<file path="config.mk">
export PLATFORM = sky130hd
export DESIGN_NAME = dclk_lane_seq
export DESIGN_NICKNAME = d
export VERILOG_FILES = /design/src/rtl/dclk_pkg.sv /design/src/rtl/dclk_timer.sv /design/src/rtl/dclk_fsm.sv /design/src/rtl/dclk_outdec.sv /design/src/rtl/dclk_lane_seq.sv
export SDC_FILE = /design/constraint.sdc
export NUM_CORES = 1
export LEC_CHECK = 0
export BUFFER_PORTS_ARGS = -buffer_cell sky130_fd_sc_hd__buf_2
export CELL_PAD_IN_SITES_DETAIL_PLACEMENT = 1
export CELL_PAD_IN_SITES_GLOBAL_PLACEMENT = 2
export CORE_MARGIN = 1
export CORE_UTILIZATION = 23
export CTS_BUF_LIST = sky130_fd_sc_hd__clkbuf_4
export DETAILED_ROUTE_END_ITERATION = 7
export HOLD_SLACK_MARGIN = 0.03
export PLACE_DENSITY = 0.84
export REMOVE_ABC_BUFFERS = 1
export SYNTH_ARGS = -nofsm -noshare
export SYNTH_HDL_FRONTEND = slang
export SYNTH_SLANG_ARGS = --single-unit
</file>
<file path="constraint.sdc">
create_clock -name clk -period 2.9 [get_ports clk]
set_input_delay 0.29 -clock clk [delete_from_list [all_inputs] [get_ports clk]]
set_output_delay 0.29 -clock clk [all_outputs]
set_load 0.05 [all_outputs]
</file>
<file path="src/rtl/dclk_pkg.sv">
package dclk_pkg;
  typedef enum logic [3:0] {
    ST_IDLE,
    ST_REQ,
    ST_PREP,
    ST_ZERO,
    ST_PRE,
    ST_RUN,
    ST_POST,
    ST_TRAIL,
    ST_EXIT
  } clk_st_e;

  localparam logic [1:0] LP_STOP   = 2'b11;
  localparam logic [1:0] LP_REQ    = 2'b01;
  localparam logic [1:0] LP_BRIDGE = 2'b00;
endpackage

</file>
<file path="src/rtl/dclk_timer.sv">
module dclk_timer #(
  parameter int CW = 8
) (
  input  logic          clk,
  input  logic          rst_n,
  input  logic          load,
  input  logic [CW-1:0] load_val,
  output logic          expire
);
  localparam logic [CW-1:0] ONE = CW'(1);

  logic [CW-1:0] cnt;

  always_ff @(posedge clk) begin
    if (!rst_n) begin
      cnt <= ONE;
    end else if (load) begin
      cnt <= (load_val == '0) ? ONE : load_val;
    end else if (cnt > ONE) begin
      cnt <= cnt - ONE;
    end
  end

  assign expire = (cnt == ONE);
endmodule

</file>
<file path="src/rtl/dclk_fsm.sv">
module dclk_fsm
  import dclk_pkg::*;
#(
  parameter int CW = 8
) (
  input  logic          clk,
  input  logic          rst_n,
  input  logic          hs_req,
  input  logic          lane_release,
  input  logic          expire,
  input  logic [CW-1:0] cfg_lpx,
  input  logic [CW-1:0] cfg_prepare,
  input  logic [CW-1:0] cfg_zero,
  input  logic [CW-1:0] cfg_pre,
  input  logic [CW-1:0] cfg_post,
  input  logic [CW-1:0] cfg_trail,
  input  logic [CW-1:0] cfg_exit,
  output clk_st_e       state,
  output logic          load,
  output logic [CW-1:0] load_val
);
  clk_st_e nxt;

  always_comb begin
    nxt = state;
    unique case (state)
      ST_IDLE:  if (hs_req)       nxt = ST_REQ;
      ST_REQ:   if (expire)       nxt = ST_PREP;
      ST_PREP:  if (expire)       nxt = ST_ZERO;
      ST_ZERO:  if (expire)       nxt = ST_PRE;
      ST_PRE:   if (expire)       nxt = ST_RUN;
      ST_RUN:   if (lane_release) nxt = ST_POST;
      ST_POST:  if (expire)       nxt = ST_TRAIL;
      ST_TRAIL: if (expire)       nxt = ST_EXIT;
      ST_EXIT:  if (expire)       nxt = hs_req ? ST_REQ : ST_IDLE;
      default:                    nxt = ST_IDLE;
    endcase
  end

  always_comb begin
    unique case (nxt)
      ST_REQ:   load_val = cfg_lpx;
      ST_PREP:  load_val = cfg_prepare;
      ST_ZERO:  load_val = cfg_zero;
      ST_PRE:   load_val = cfg_pre;
      ST_POST:  load_val = cfg_post;
      ST_TRAIL: load_val = cfg_trail;
      ST_EXIT:  load_val = cfg_exit;
      default:  load_val = '0;
    endcase
  end

  assign load = (nxt != state);

  always_ff @(posedge clk) begin
    if (!rst_n) state <= ST_IDLE;
    else        state <= nxt;
  end
endmodule

</file>
<file path="src/rtl/dclk_outdec.sv">
module dclk_outdec
  import dclk_pkg::*;
(
  input  clk_st_e    state,
  output logic [1:0] lp_drive,
  output logic       hs_drive_en,
  output logic       hs_clk_en,
  output logic       data_ready,
  output logic       hs_ack
);
  always_comb begin
    lp_drive    = LP_BRIDGE;
    hs_drive_en = 1'b0;
    hs_clk_en   = 1'b0;
    data_ready  = 1'b0;
    hs_ack      = 1'b1;
    unique case (state)
      ST_IDLE:  begin lp_drive = LP_STOP; hs_ack = 1'b0; end
      ST_REQ:   lp_drive = LP_REQ;
      ST_PREP:  lp_drive = LP_BRIDGE;
      ST_ZERO,
      ST_TRAIL: hs_drive_en = 1'b1;
      ST_PRE,
      ST_POST:  begin hs_drive_en = 1'b1; hs_clk_en = 1'b1; end
      ST_RUN:   begin hs_drive_en = 1'b1; hs_clk_en = 1'b1; data_ready = 1'b1; end
      ST_EXIT:  lp_drive = LP_STOP;
      default:  begin lp_drive = LP_STOP; hs_ack = 1'b0; end
    endcase
  end
endmodule

</file>
<file path="src/rtl/dclk_lane_seq.sv">
module dclk_lane_seq
  import dclk_pkg::*;
#(
  parameter int CW = 8
) (
  input  logic          clk,
  input  logic          rst_n,
  input  logic          hs_req,
  input  logic          lane_release,
  input  logic [CW-1:0] cfg_lpx,
  input  logic [CW-1:0] cfg_prepare,
  input  logic [CW-1:0] cfg_zero,
  input  logic [CW-1:0] cfg_pre,
  input  logic [CW-1:0] cfg_post,
  input  logic [CW-1:0] cfg_trail,
  input  logic [CW-1:0] cfg_exit,
  output logic          hs_ack,
  output logic          data_ready,
  output logic [1:0]    lp_drive,
  output logic          hs_drive_en,
  output logic          hs_clk_en
);
  clk_st_e       state;
  logic          load;
  logic          expire;
  logic [CW-1:0] load_val;

  dclk_fsm #(.CW(CW)) u_fsm (
    .clk          (clk),
    .rst_n        (rst_n),
    .hs_req       (hs_req),
    .lane_release (lane_release),
    .expire       (expire),
    .cfg_lpx      (cfg_lpx),
    .cfg_prepare  (cfg_prepare),
    .cfg_zero     (cfg_zero),
    .cfg_pre      (cfg_pre),
    .cfg_post     (cfg_post),
    .cfg_trail    (cfg_trail),
    .cfg_exit     (cfg_exit),
    .state        (state),
    .load         (load),
    .load_val     (load_val)
  );

  dclk_timer #(.CW(CW)) u_tmr (
    .clk      (clk),
    .rst_n    (rst_n),
    .load     (load),
    .load_val (load_val),
    .expire   (expire)
  );

  dclk_outdec u_dec (
    .state       (state),
    .lp_drive    (lp_drive),
    .hs_drive_en (hs_drive_en),
    .hs_clk_en   (hs_clk_en),
    .data_ready  (data_ready),
    .hs_ack      (hs_ack)
  );
endmodule

</file>
# == Word level (Yosys, flattened, before mapping) ==
# Cells that the tools add are included.
# classes
addsub,1
n_lt_le_gt_ge,1
eq_ne,17
n_mux,20
n_reduce_logical,7
# ops
cell,n
$pmux W8 S7,1
$mux W4,9
$pmux W4 S9,1
$eq A4 B3 Y1 const B,7
$mux W8,3
$eq A4 B2 Y1 const B,4
$eq A4 B1 Y1 const B,2
$eq A4 B4 Y1 const B,2
$eq A8 B1 Y1 const B,1
$gt A8 B1 Y1 const B,1
$logic_not A8 Y1,1
$reduce_or A8 Y1,1
$sub A8 B1 Y8 const B,1
$reduce_or A6 Y1,1
$mux W1,5
$reduce_or A5 Y1,1
$logic_not A4 Y1,1
$ne A4 B4 Y1,1
$pmux W2 S2,1
$reduce_or A3 Y1,1
$reduce_bool A2 Y1,1
# word_totals
regBits,12
input_bits,60
out_inout_bits,6
elab_cells,48

# == Longest topological paths before layout ==
# Gate-level depths: netlist (run 1).
# logic_depth
ltp_word,8
mapped_depth,13
ltp_nobuf,11

# == Modules after synthesis ==
# From an unflattened synthesis (run 1), not the netlist that was laid out.
# hier_totals
cells_unflattened,161
hier_area_um2,1376.3
# modules_own_cells
mod,n_inst,cells_each,area_each_um2,seq_area_each_um2
dclk_fsm,1,96,814.5,80.1
dclk_timer,1,56,501.7,160.2
dclk_outdec,1,9,60.1,0.0

# == Worst setup path after synthesis (run 1) ==
# No wires, ideal clock.
# synth_timing
path_kind,reg2reg
startpoint,register u_fsm.state[1]
endpoint,register u_tmr.cnt[0]
setup_ps,74
arrival_time_ps,2974
required_ps,2826
path_slack_ps,-148
stages_incl_launch_ff,12
path_buffers,2
period_less_slack_ps,3048
cell_sequence,dfxtp_1 > clkbuf_1 > o21bai_1 > a21oi_1 > a211oi_2 > buf_6 > mux2_2 > a32oi_1 > nand2_1 > nor3_2 > nand4_1 > a31oi_1
# synth_via
elab_chain_cells,7
word_cells_on_any_way,32
classes_between,16 x eq/ne; 13 x mux; 3 x reduce/logical
# synth_rtl
element,line_no,text
"start, declared",dclk_fsm.sv:18,"output clk_st_e state,"
"start signal, assigned",dclk_fsm.sv:57,else state <= nxt;
$eq A4 B4 Y1 (tied with other cells),dclk_fsm.sv:26,unique case (state)
$pmux W4 S9,dclk_fsm.sv:26,
$eq A4 B4 Y1 (tied with other cells),dclk_fsm.sv:41,unique case (nxt)
$pmux W8 S7,dclk_fsm.sv:41,
$logic_not A8 Y1,dclk_timer.sv:18,cnt <= (load_val == '0) ? ONE : load_val;
$mux W8,dclk_timer.sv:18,
$mux W8,dclk_timer.sv:17,end else if (load) begin
"end signal, assigned",dclk_timer.sv:18,
"end signal, assigned",dclk_timer.sv:20,cnt <= cnt - ONE;
"end, declared",dclk_timer.sv:12,logic [CW-1:0] cnt;
# Several ways; a longest one is shown, not always the timed one.
# A chain may end at the register's enable or synchronous reset.

# == Worst setup path after layout (run 1) ==
# layout_timing
startpoint,register u_tmr.cnt[1]
endpoint,register u_tmr.cnt[0]
# layout_via
elab_chain_cells,8
word_cells_on_any_way,23
classes_between,1 x order compare; 9 x eq/ne; 11 x mux; 2 x reduce/logical
# layout_rtl
element,line_no,text
$eq A8 B1 Y1,dclk_timer.sv:24,assign expire = (cnt == ONE);
$mux W4 (tied with other cells),dclk_fsm.sv:35,ST_EXIT: if (expire) nxt = hs_req ? ST_REQ : ST_IDLE;
$pmux W4 S9,dclk_fsm.sv:26,
$eq A4 B4 Y1 (tied with other cells),dclk_fsm.sv:41,
$pmux W8 S7,dclk_fsm.sv:41,
$logic_not A8 Y1,dclk_timer.sv:18,
$mux W8,dclk_timer.sv:18,
$mux W8,dclk_timer.sv:17,
# Several ways; a longest one is shown, not always the timed one.

==> results.toml, run 1 <==
[sta]
hold_violations = 0
skew_ps = 10.42
finalMaxSlewViolations = 0
setup_violations = 0
setup_ws_ps = 144.5
fmax_mhz = 362.9
fin_crit_ps = 2756
worstMarginPinSlew_ps = 511.4
fin_setup_tns_ps = 0
slew-limit-headroom = 0.6585
fin_crit_sh = 0.9502

[power_and_ir_drop]
leakagePower_nw = 0.9171
seqPwrFrac = 0.105
p_int_w = 0.001573
irDropWorstVdd_uv = 590.2
swShare = 0.5071
switching_power_w = 0.001618
clockPowerShare = 0.031
cellPowerDensity_nw_per_um2 = 1590
combPwrFrac = 0.863

[floorplan]
die-area_um2 = 6414
row_count = 28
die_h_um = 80.09
initial_core_util = 0.2383
ios = 66
dieWidth_um = 80.09
core_area_um2 = 5886

[clock_network]
clockRootBuffer = "clkbuf_4"
cts_tree = "done"
clkTransAtPathRegs_ps = 80
holdBufCountCts = 0
clock-sinks = 12
ctsHtreeMaxLevel = 1
cts_buffer_depth = 2
clock_latency_ps = 270
cts-buffers-inserted = 3

[worst_setup_path]
crit_path_max_fanout = 5
ff2ff_setup_slack_ps = 140
r2r_start = "u_tmr.cnt[1]"
required_ps = 3050
endpoint_kind = "flop"
worstPathArrival_ps = 2910
reg2reg_depth = 11
start_kind = "flop"
r2r-end = "u_tmr.cnt[0]"
crit_type = "reg2reg"

[placement]
hpwl_um = 4172
post-place-ws_ps = -78.68
io_buffers = 65
place_inst = 326
placed_area_um2 = 1896
place_congestion = 0.8262

[detailed_routing]
vias = 1660
drcViolationCount = 0
first_pass_iters = 4
wl_per_cell_um = 15.52
vias_per_cell = 4.970
ant_nets = 0
totalWireLength_um = 5184
drt_iter0_drc = 64

[global_route]
grt_max_degree = 13
grt_use_total = 0.1583
grt_remaining_overflow = 0
grt_pass1_vias = 1702
grt_pass1_wl_um = 7969
antenna_found_initial = 0

[hold_path]
hold_end = "u_tmr.cnt[1]"
hold_class = "in2reg"
min_path_cells = 2
hold_start = "rst_n"

[synthesis]
async_flop_share = 0
synthMuxAreaShare = 0.09456
ys.flop_type = "dfxtp_1"
synth-simple-area-share = 0.2739
syn_area_um2 = 1403
yosysSeqAreaShare = 0.1713
avgSynthCellArea_um2 = 8.107
synth_xor_area_frac = 0.05620
synth_cell_types = 60
synth_edf_count = 0
yosys_warnings = 0
synth-adder-area-share = 0.01784
synth_compound_area_frac = 0.2997
synth_top_family_by_area = "compound AO/OA/AOI/OAI gates"
synth-seq-cells = 12
netlist_instances = 173

[layout]
final_cell_area_um2 = 2007
area_delta_synth_final_pct = 43.09
layout.nets = 323
final_layout_size_suffix_gt1_frac = 0.5135
antenna_cells = 0
final_cells = 334

[run]
drv_cap = 0

[run_status]
outcome = "finished clean"
## layout by cell type (no fill, tap or decap), drive strengths merged, types with 3 or more instances in the layout
| cell type | netlist | routed |
|---|---|---|
| a21oi | 15 | 15 |
| a221oi | 3 | 3 |
| a222oi | 5 | 5 |
| a22oi | 4 | 4 |
| a32oi | 4 | 4 |
| and2 | 4 | 4 |
| buf | 4 | 93 |
| clkbuf | 6 | 3 |
| dfxtp | 12 | 12 |
| inv | 6 | 6 |
| mux2 | 10 | 10 |
| nand2 | 16 | 16 |
| nand2b | 3 | 3 |
| nor2 | 18 | 18 |
| nor3 | 5 | 5 |
| nor4 | 4 | 4 |
| o21ai | 5 | 5 |
| o31ai | 3 | 3 |
| or3b | 3 | 3 |
| xnor2 | 8 | 8 |
## critical path, cell delays in order (launching register included)
cell and delay (ps):
dfxtp_2 330, inv_1 100, ha_2 180, or3b_4 420
nor3_4 150, buf_4 180, mux2i_2 380, xnor2_1 210
o31ai_2 130, a221o_2 310, a21oi_1 130, a31oi_1 100
## kinds of logic (layout without fill, tap and decap cells)
logic type | after synthesis | in the layout
simple gates | 67 | 67
xor+xnor | 9 | 9
mux | 12 | 12
fa+ha+maj | 2 | 2
flops | 12 | 12
buf+inv | 16 | 102
compound gates | 55 | 55
## through the flow
stage / hold slack, ps / total power (W) / util
after floorplan: 411.7 / 0.001946 / -
after global placement: 525.2 / 0.002808 / 0.3221
after detailed placement: 539.1 / 0.002824 / 0.3221
after CTS: 291.8 / 0.003004 / 0.3297
after global routing: 302.3 / 0.003469 / 0.3410
final: 303.8 / 0.003191 / 0.3410
## power by group through the flow
stage | clock, W | combinational [W] | sequential [W]
after global placement | 0 | 0.00249 | 0.000319
after global routing | 0.000109 | 0.00301 | 0.000347
final | 0.0000998 | 0.00275 | 0.000336
after detailed placement | 0 | 0.00250 | 0.000325
after floorplan | 0 | 0.00164 | 0.000311
after CTS | 0.000105 | 0.00258 | 0.000323
## metal layers
layer | vias to the layer above | track usage | routed length (um)
met5 | - | 0 | 0
met4 | 0 | 0.02143 | 25
met3 | 4 | 0.02045 | 218
met2 | 36 | 0.2812 | 2554
met1 | 788 | 0.2069 | 2384
li1 | 832 | - | -
## sequential cells by signal, indices dropped and copies added (netlist names)
name,count
u_fsm.state,4
u_tmr.cnt,8
## final cells by class
type,instances,area (um2)
Fill cell,746,3879
Multi-Input combinational cell,145,1087
Timing Repair Buffer,93,539.3
Sequential cell,12,241.5
Tap cell,75,93.84
Clock buffer,3,22.52
Inverter,6,22.52
## cells in the mapped netlist, drive strengths merged (4+ instances only)
| cell | count | share of area |
|---|---|---|
| a32oi | 4 | 0.025 |
| o21ai | 5 | 0.018 |
| xnor2 | 8 | 0.050 |
| nor4 | 4 | 0.031 |
| nand2 | 16 | 0.043 |
| mux2 | 10 | 0.080 |
| a21oi | 15 | 0.054 |
| dfxtp | 12 | 0.17 |
| nor2 | 18 | 0.048 |
| a22oi | 4 | 0.025 |
| a222oi | 5 | 0.036 |
| buf | 4 | 0.023 |
| inv | 6 | 0.016 |
| and2 | 4 | 0.021 |
| clkbuf | 6 | 0.047 |
| nor3 | 5 | 0.029 |
## worst max-delay path by stage
stage / start / to / cells after the start
floorplan: u_fsm.state[2] / u_tmr.cnt[0] / 9
global placement: u_tmr.cnt[1] / u_tmr.cnt[0] / 12
detailed placement: u_tmr.cnt[1] / u_tmr.cnt[0] / 12
CTS: u_tmr.cnt[1] / u_tmr.cnt[0] / 12
global route: u_tmr.cnt[1] / u_tmr.cnt[4] / 12
finish: u_tmr.cnt[1] / u_tmr.cnt[0] / 11
## timing repair
action / CTS / global route
endpoints found under the setup margin: 1 / 8
pin swaps: 2 / 13
buffers inserted: 1 / 5
cloned: 0 / 0
resized for setup: 5 / 12
Power figures use the tool's default switching activity.
==> inputs of run 2 (changes only) <==
--- a/config.mk
+++ b/config.mk
@@ -9,5 +9,5 @@
 export CELL_PAD_IN_SITES_DETAIL_PLACEMENT = 1
 export CELL_PAD_IN_SITES_GLOBAL_PLACEMENT = 2
-export CORE_MARGIN = 1
+export CORE_ASPECT_RATIO = 0.5
 export CORE_UTILIZATION = 23
 export CTS_BUF_LIST = sky130_fd_sc_hd__clkbuf_4
==> constraint.sdc (replaced) <==
create_clock -name clk -period 2.9 [get_ports clk]
set_input_delay 0.58 -clock clk [delete_from_list [all_inputs] [get_ports clk]]
set_output_delay 0.58 -clock clk [all_outputs]
set_load 0.05 [all_outputs]
==> results.toml, run 2 (same netlist as run 1, synthesis figures left out) <==
[floorplan]
die-area_um2 = 6434
initial_core_util = 0.2469
dieWidth_um = 112.4
core_area_um2 = 5682
row_count = 19
ios = 66
die_h_um = 57.22

[clock_network]
cts-buffers-inserted = 3
holdBufCountCts = 0
clockRootBuffer = "clkbuf_4"
cts_buffer_depth = 2
ctsHtreeMaxLevel = 1
cts_tree = "done"
clkTransAtPathRegs_ps = 70
clock_latency_ps = 270
clock-sinks = 12

[power_and_ir_drop]
cellPowerDensity_nw_per_um2 = 1620
leakagePower_nw = 0.9312
p_int_w = 0.001628
irDropWorstVdd_uv = 486.2
clockPowerShare = 0.031
switching_power_w = 0.001687
seqPwrFrac = 0.105
swShare = 0.5090
combPwrFrac = 0.864

[layout]
fillers = 686
antenna_cells = 0
layout.nets = 326
final_cell_mix = "65 x buf_2, 30 x buf_4, 16 x nor2_1, 16 x nand2_1, 14 x a21oi_1"
area_delta_synth_final_pct = 45.94
largest_register_ff_count = 8
seqCellArea_um2 = 245.2
largest-register = "u_tmr.cnt"
reg_top3 = "u_tmr.cnt: 8 flops, u_fsm.state: 4 flops"
multiInputGateArea_um2 = 1104
final_layout_size_suffix_gt1_frac = 0.5420
layout_commonest_cell = "buf_2"
final_cell_area_um2 = 2047

[worst_setup_path]
path_cells = "or4_4, nor3_4, buf_4, mux2i_1, buf_4, and2_4, a221oi_2, a21oi_1, a221oi_2, o21ai_1, o311a_1"
worst_path_dominant_cell_family = "simple AND/OR/NAND/NOR gates"
crit_buf_inv = 2
required_ps = 3070
slowest_stage = "or4_4"
slowest_delay_ps = 600
crit_type = "reg2reg"
worstPathArrival_ps = 2950
endpoint_kind = "flop"
crit_path_max_fanout = 8
start_kind = "flop"

[sta]
slew-limit-headroom = 0.6298
finalMaxSlewViolations = 0
fin_crit_sh = 0.9584
fin_crit_ps = 2779
hold_violations = 0
setup_ws_ps = 120.7
fmax_mhz = 359.8
rsz0062_at_grt = "true"
skew_ps = 6.413
setup_violations = 0
worstMarginPinSlew_ps = 551.1

[hold_path]
hold_class = "in2reg"

[detailed_routing]
vias_per_cell = 5.078
first_pass_iters = 7
drt_iter0_drc = 89
totalWireLength_um = 5380
wl_per_cell_um = 16.06
ant_nets = 0
drcViolationCount = 0
vias = 1701

[global_route]
grt_remaining_overflow = 0
antenna_found_initial = 0
grt_use_total = 0.1683
grt_max_degree = 12
grt_pass1_vias = 1705
grt_pass1_wl_um = 8521

[placement]
place_congestion = 0.8696
hpwl_um = 4462
post-place-ws_ps = -40.33
placed_area_um2 = 1931
io_buffers = 65

[run]
drv_cap = 0

[run_status]
outcome = "finished clean"
## run 2: worst paths after layout
kind                                   start  slack, ps  cells past startpoint      endpoint
worst max-delay path            u_tmr.cnt[5]        120                     11  u_tmr.cnt[1]
worst min-delay path                   rst_n        580                      2  u_tmr.cnt[1]
worst max register to register  u_tmr.cnt[5]        120                     11  u_tmr.cnt[1]
worst min register to register  u_tmr.cnt[7]        710                      4  u_tmr.cnt[7]
## run 2: power groups by stage
stage	clock (W)	combinational [W]	sequential (W)
6_report	0.000102	0.00286	0.000349
5_1_grt	0.000117	0.00309	0.000358
4_1_cts	0.000104	0.00267	0.000325
3_5_place_dp	0	0.00264	0.000328
3_3_place_gp	0	0.00258	0.000325
2_1_floorplan	0	0.00164	0.000311
## run 2: cell type report
cell class / instances / area share
Multi-Input combinational cell: 145 / 0.5391
Timing Repair Buffer: 96 / 0.2745
Sequential cell: 12 / 0.1198
Tap cell: 73 / 0.04462
Clock buffer: 3 / 0.01100
Inverter: 6 / 0.01100
## run 2: metal layers
metal  vias to the layer above  part of all wire  global-route usage
li1                        842                 -                   -
met1                       818              0.47              0.2358
met2                        37              0.49              0.2768
met3                         4             0.037             0.02869
met4                         0            0.0048             0.03048
met5                         -                 0                   0
## run 2: what timing repair did
action | in CTS | in global routing
buffers inserted | 0 | 3
endpoints found under the hold margin | 0 | 0
gates resized for setup | 0 | 20
setup endpoints to repair | 0 | 8
## run 2: stage by stage
step / hold WS [ps] / setup TNS [ps] / cells / utilization / power (W)
after floorplan: 507.1 / -1683 / 163 / - / 0.001946
after global placement: 603.7 / -21.38 / 329 / 0.3398 / 0.002902
after detailed placement: 609.7 / -73.51 / 329 / 0.3398 / 0.002966
after CTS: 583.2 / 0 / 332 / 0.3438 / 0.003096
after global routing: 561.4 / -8.276 / 335 / 0.3603 / 0.003569
final: 578.0 / 0 / 335 / 0.3603 / 0.003315
==> inputs of run 3 (changes only) <==
CORE_ASPECT_RATIO = 1.1   (was 0.5)
==> results.toml, run 3 (same netlist as run 1, synthesis figures left out) <==
[detailed_routing]
totalWireLength_um = 5380
first_pass_iters = 4
vias = 1717
drt_iter0_drc = 110
drcViolationCount = 0
vias_per_cell = 5.020
ant_nets = 0
wl_per_cell_um = 15.73

[floorplan]
initial_core_util = 0.2401
row_count = 29
core_area_um2 = 5842
die_h_um = 83.91
die-area_um2 = 6415
ios = 66
dieWidth_um = 76.46

[layout]
final_layout_size_suffix_gt1_frac = 0.5509
reg_top3 = "u_tmr.cnt: 8 flops, u_fsm.state: 4 flops"
fillers = 746
layout_commonest_cell = "buf_2"
largest-register = "u_tmr.cnt"
area_delta_synth_final_pct = 48.88
layout.nets = 328
seqCellArea_um2 = 246.5
antenna_cells = 0
final_cell_area_um2 = 2088
largest_register_ff_count = 8
final_cell_mix = "65 x buf_2, 32 x buf_4, 16 x nor2_1, 15 x nand2_1, 14 x a21oi_1"
utilization = 0.3575
multiInputGateArea_um2 = 1120

[clock_network]
clockRootBuffer = "clkbuf_4"
clock_latency_ps = 270
cts_buffer_depth = 2
clkTransAtPathRegs_ps = 80
holdBufCountCts = 0
ctsHtreeMaxLevel = 1
clock-sinks = 12
cts-buffers-inserted = 3
cts_tree = "done"

[sta]
setup_violations = 0
fin_crit_sh = 0.9560
setup_ws_ps = 127.6
rsz0062_at_grt = "true"
timing.hold.ws_ps = 592.2
worstMarginPinSlew_ps = 618.8
skew_ps = 3.717
hold_violations = 0
slew-limit-headroom = 0.5840
fmax_mhz = 360.7
fin_crit_ps = 2772
finalMaxSlewViolations = 0

[placement]
post-place-ws_ps = -88.85
place_congestion = 0.8170
placed_area_um2 = 1928
hpwl_um = 4352
io_buffers = 65

[power_and_ir_drop]
switching_power_w = 0.001690
irDropWorstVdd_uv = 549.8
leakagePower_nw = 0.9502
swShare = 0.5042
clockPowerShare = 0.032
cellPowerDensity_nw_per_um2 = 1605
p_int_w = 0.001662
combPwrFrac = 0.860
seqPwrFrac = 0.107

[worst_setup_path]
r2r_start = "u_tmr.cnt[1]"
crit_type = "reg2reg"
path_cells = "inv_2, ha_4, or3b_4, nor3_4, or4_4, buf_6, mux2_2, a222oi_1, nand2_2, nor3_2, nand4_1, a31oi_1"
endpoint_kind = "flop"
worstPathArrival_ps = 2980
crit_buf_inv = 2
cp-startpoint = "u_tmr.cnt[1]"
slowest_delay_ps = 580
slowest_stage = "or4_4"
worst_path_dominant_cell_family = "simple AND/OR/NAND/NOR gates"
crit_path_max_fanout = 5
required_ps = 3110
start_kind = "flop"

[global_route]
grt_pass1_wl_um = 8480
use_met3 = 0.01749
grt_max_degree = 12
grt_remaining_overflow = 0
antenna_found_initial = 0
grtUsageMet1 = 0.2068
grt_pass1_vias = 1757
grt_busiest_layer = "met2"
met2_usage = 0.2981
grt_use_total = 0.1652

[hold_path]
hold_start = "rst_n"
hold_class = "in2reg"

[run_status]
outcome = "finished clean"

[run]
drv_cap = 0
==> run 3: cell count changes in the layout (fill, tap and decap cells not counted), sizes merged <==
cell | previous run | this run
buf | 96 | 98
clkinv | 0 | 1
==> run 3: path summary, 6_finish.rpt <==
| path | endpoint | slack (ps) | depth (start not counted) |
|---|---|---|---|
| max | u_tmr.cnt[0] | 130 | 12 |
| min | u_tmr.cnt[1] | 590 | 2 |
| max reg2reg | u_tmr.cnt[0] | 130 | 12 |
| min reg2reg | u_tmr.cnt[1] | 630 | 2 |
==> run 3: layout make-up <==
cell class	count	area share
clock buffer	3	0.01078
timing repair buffer	98	0.2762
sequential	12	0.1180
inverter	6	0.01078
tap	77	0.04614
multi-input combinational	145	0.5362
clock inverter	1	0.001797
==> run 3: per-stage QoR <==
| stage | TNS, ps | total power (W) | instances |
|---|---|---|---|
| 2_1_floorplan | -1683 | 0.001946 | 163 |
| 3_3_place_gp | -76.07 | 0.002844 | 332 |
| 3_5_place_dp | -108.6 | 0.002882 | 332 |
| 4_1_cts | 0 | 0.003049 | 337 |
| 5_1_grt | -49.70 | 0.003644 | 342 |
| 6_report | 0 | 0.003352 | 342 |
==> run 3: power groups by stage <==
stage	Clock, W	Sequential (W)	Combinational [W]
2_1_floorplan	0	0.000311	0.00164
3_3_place_gp	0	0.000324	0.00252
3_5_place_dp	0	0.000334	0.00255
4_1_cts	0.000115	0.000329	0.00260
5_1_grt	0.000123	0.000376	0.00314
6_report	0.000109	0.000359	0.00288
==> run 3: metal layers <==
layer  part of all wire  up-vias
li1                   -      846
met1               0.43      821
met2               0.52       44
met3              0.041        6
met4             0.0093        0
met5                  0        -
==> run 3: what timing repair did <==
item	CTS	global route
endpoints found under the hold margin	0	0
setup endpoints to repair	2	8
gates resized for setup	2	21
buffers inserted	1	5
pin swaps	1	13
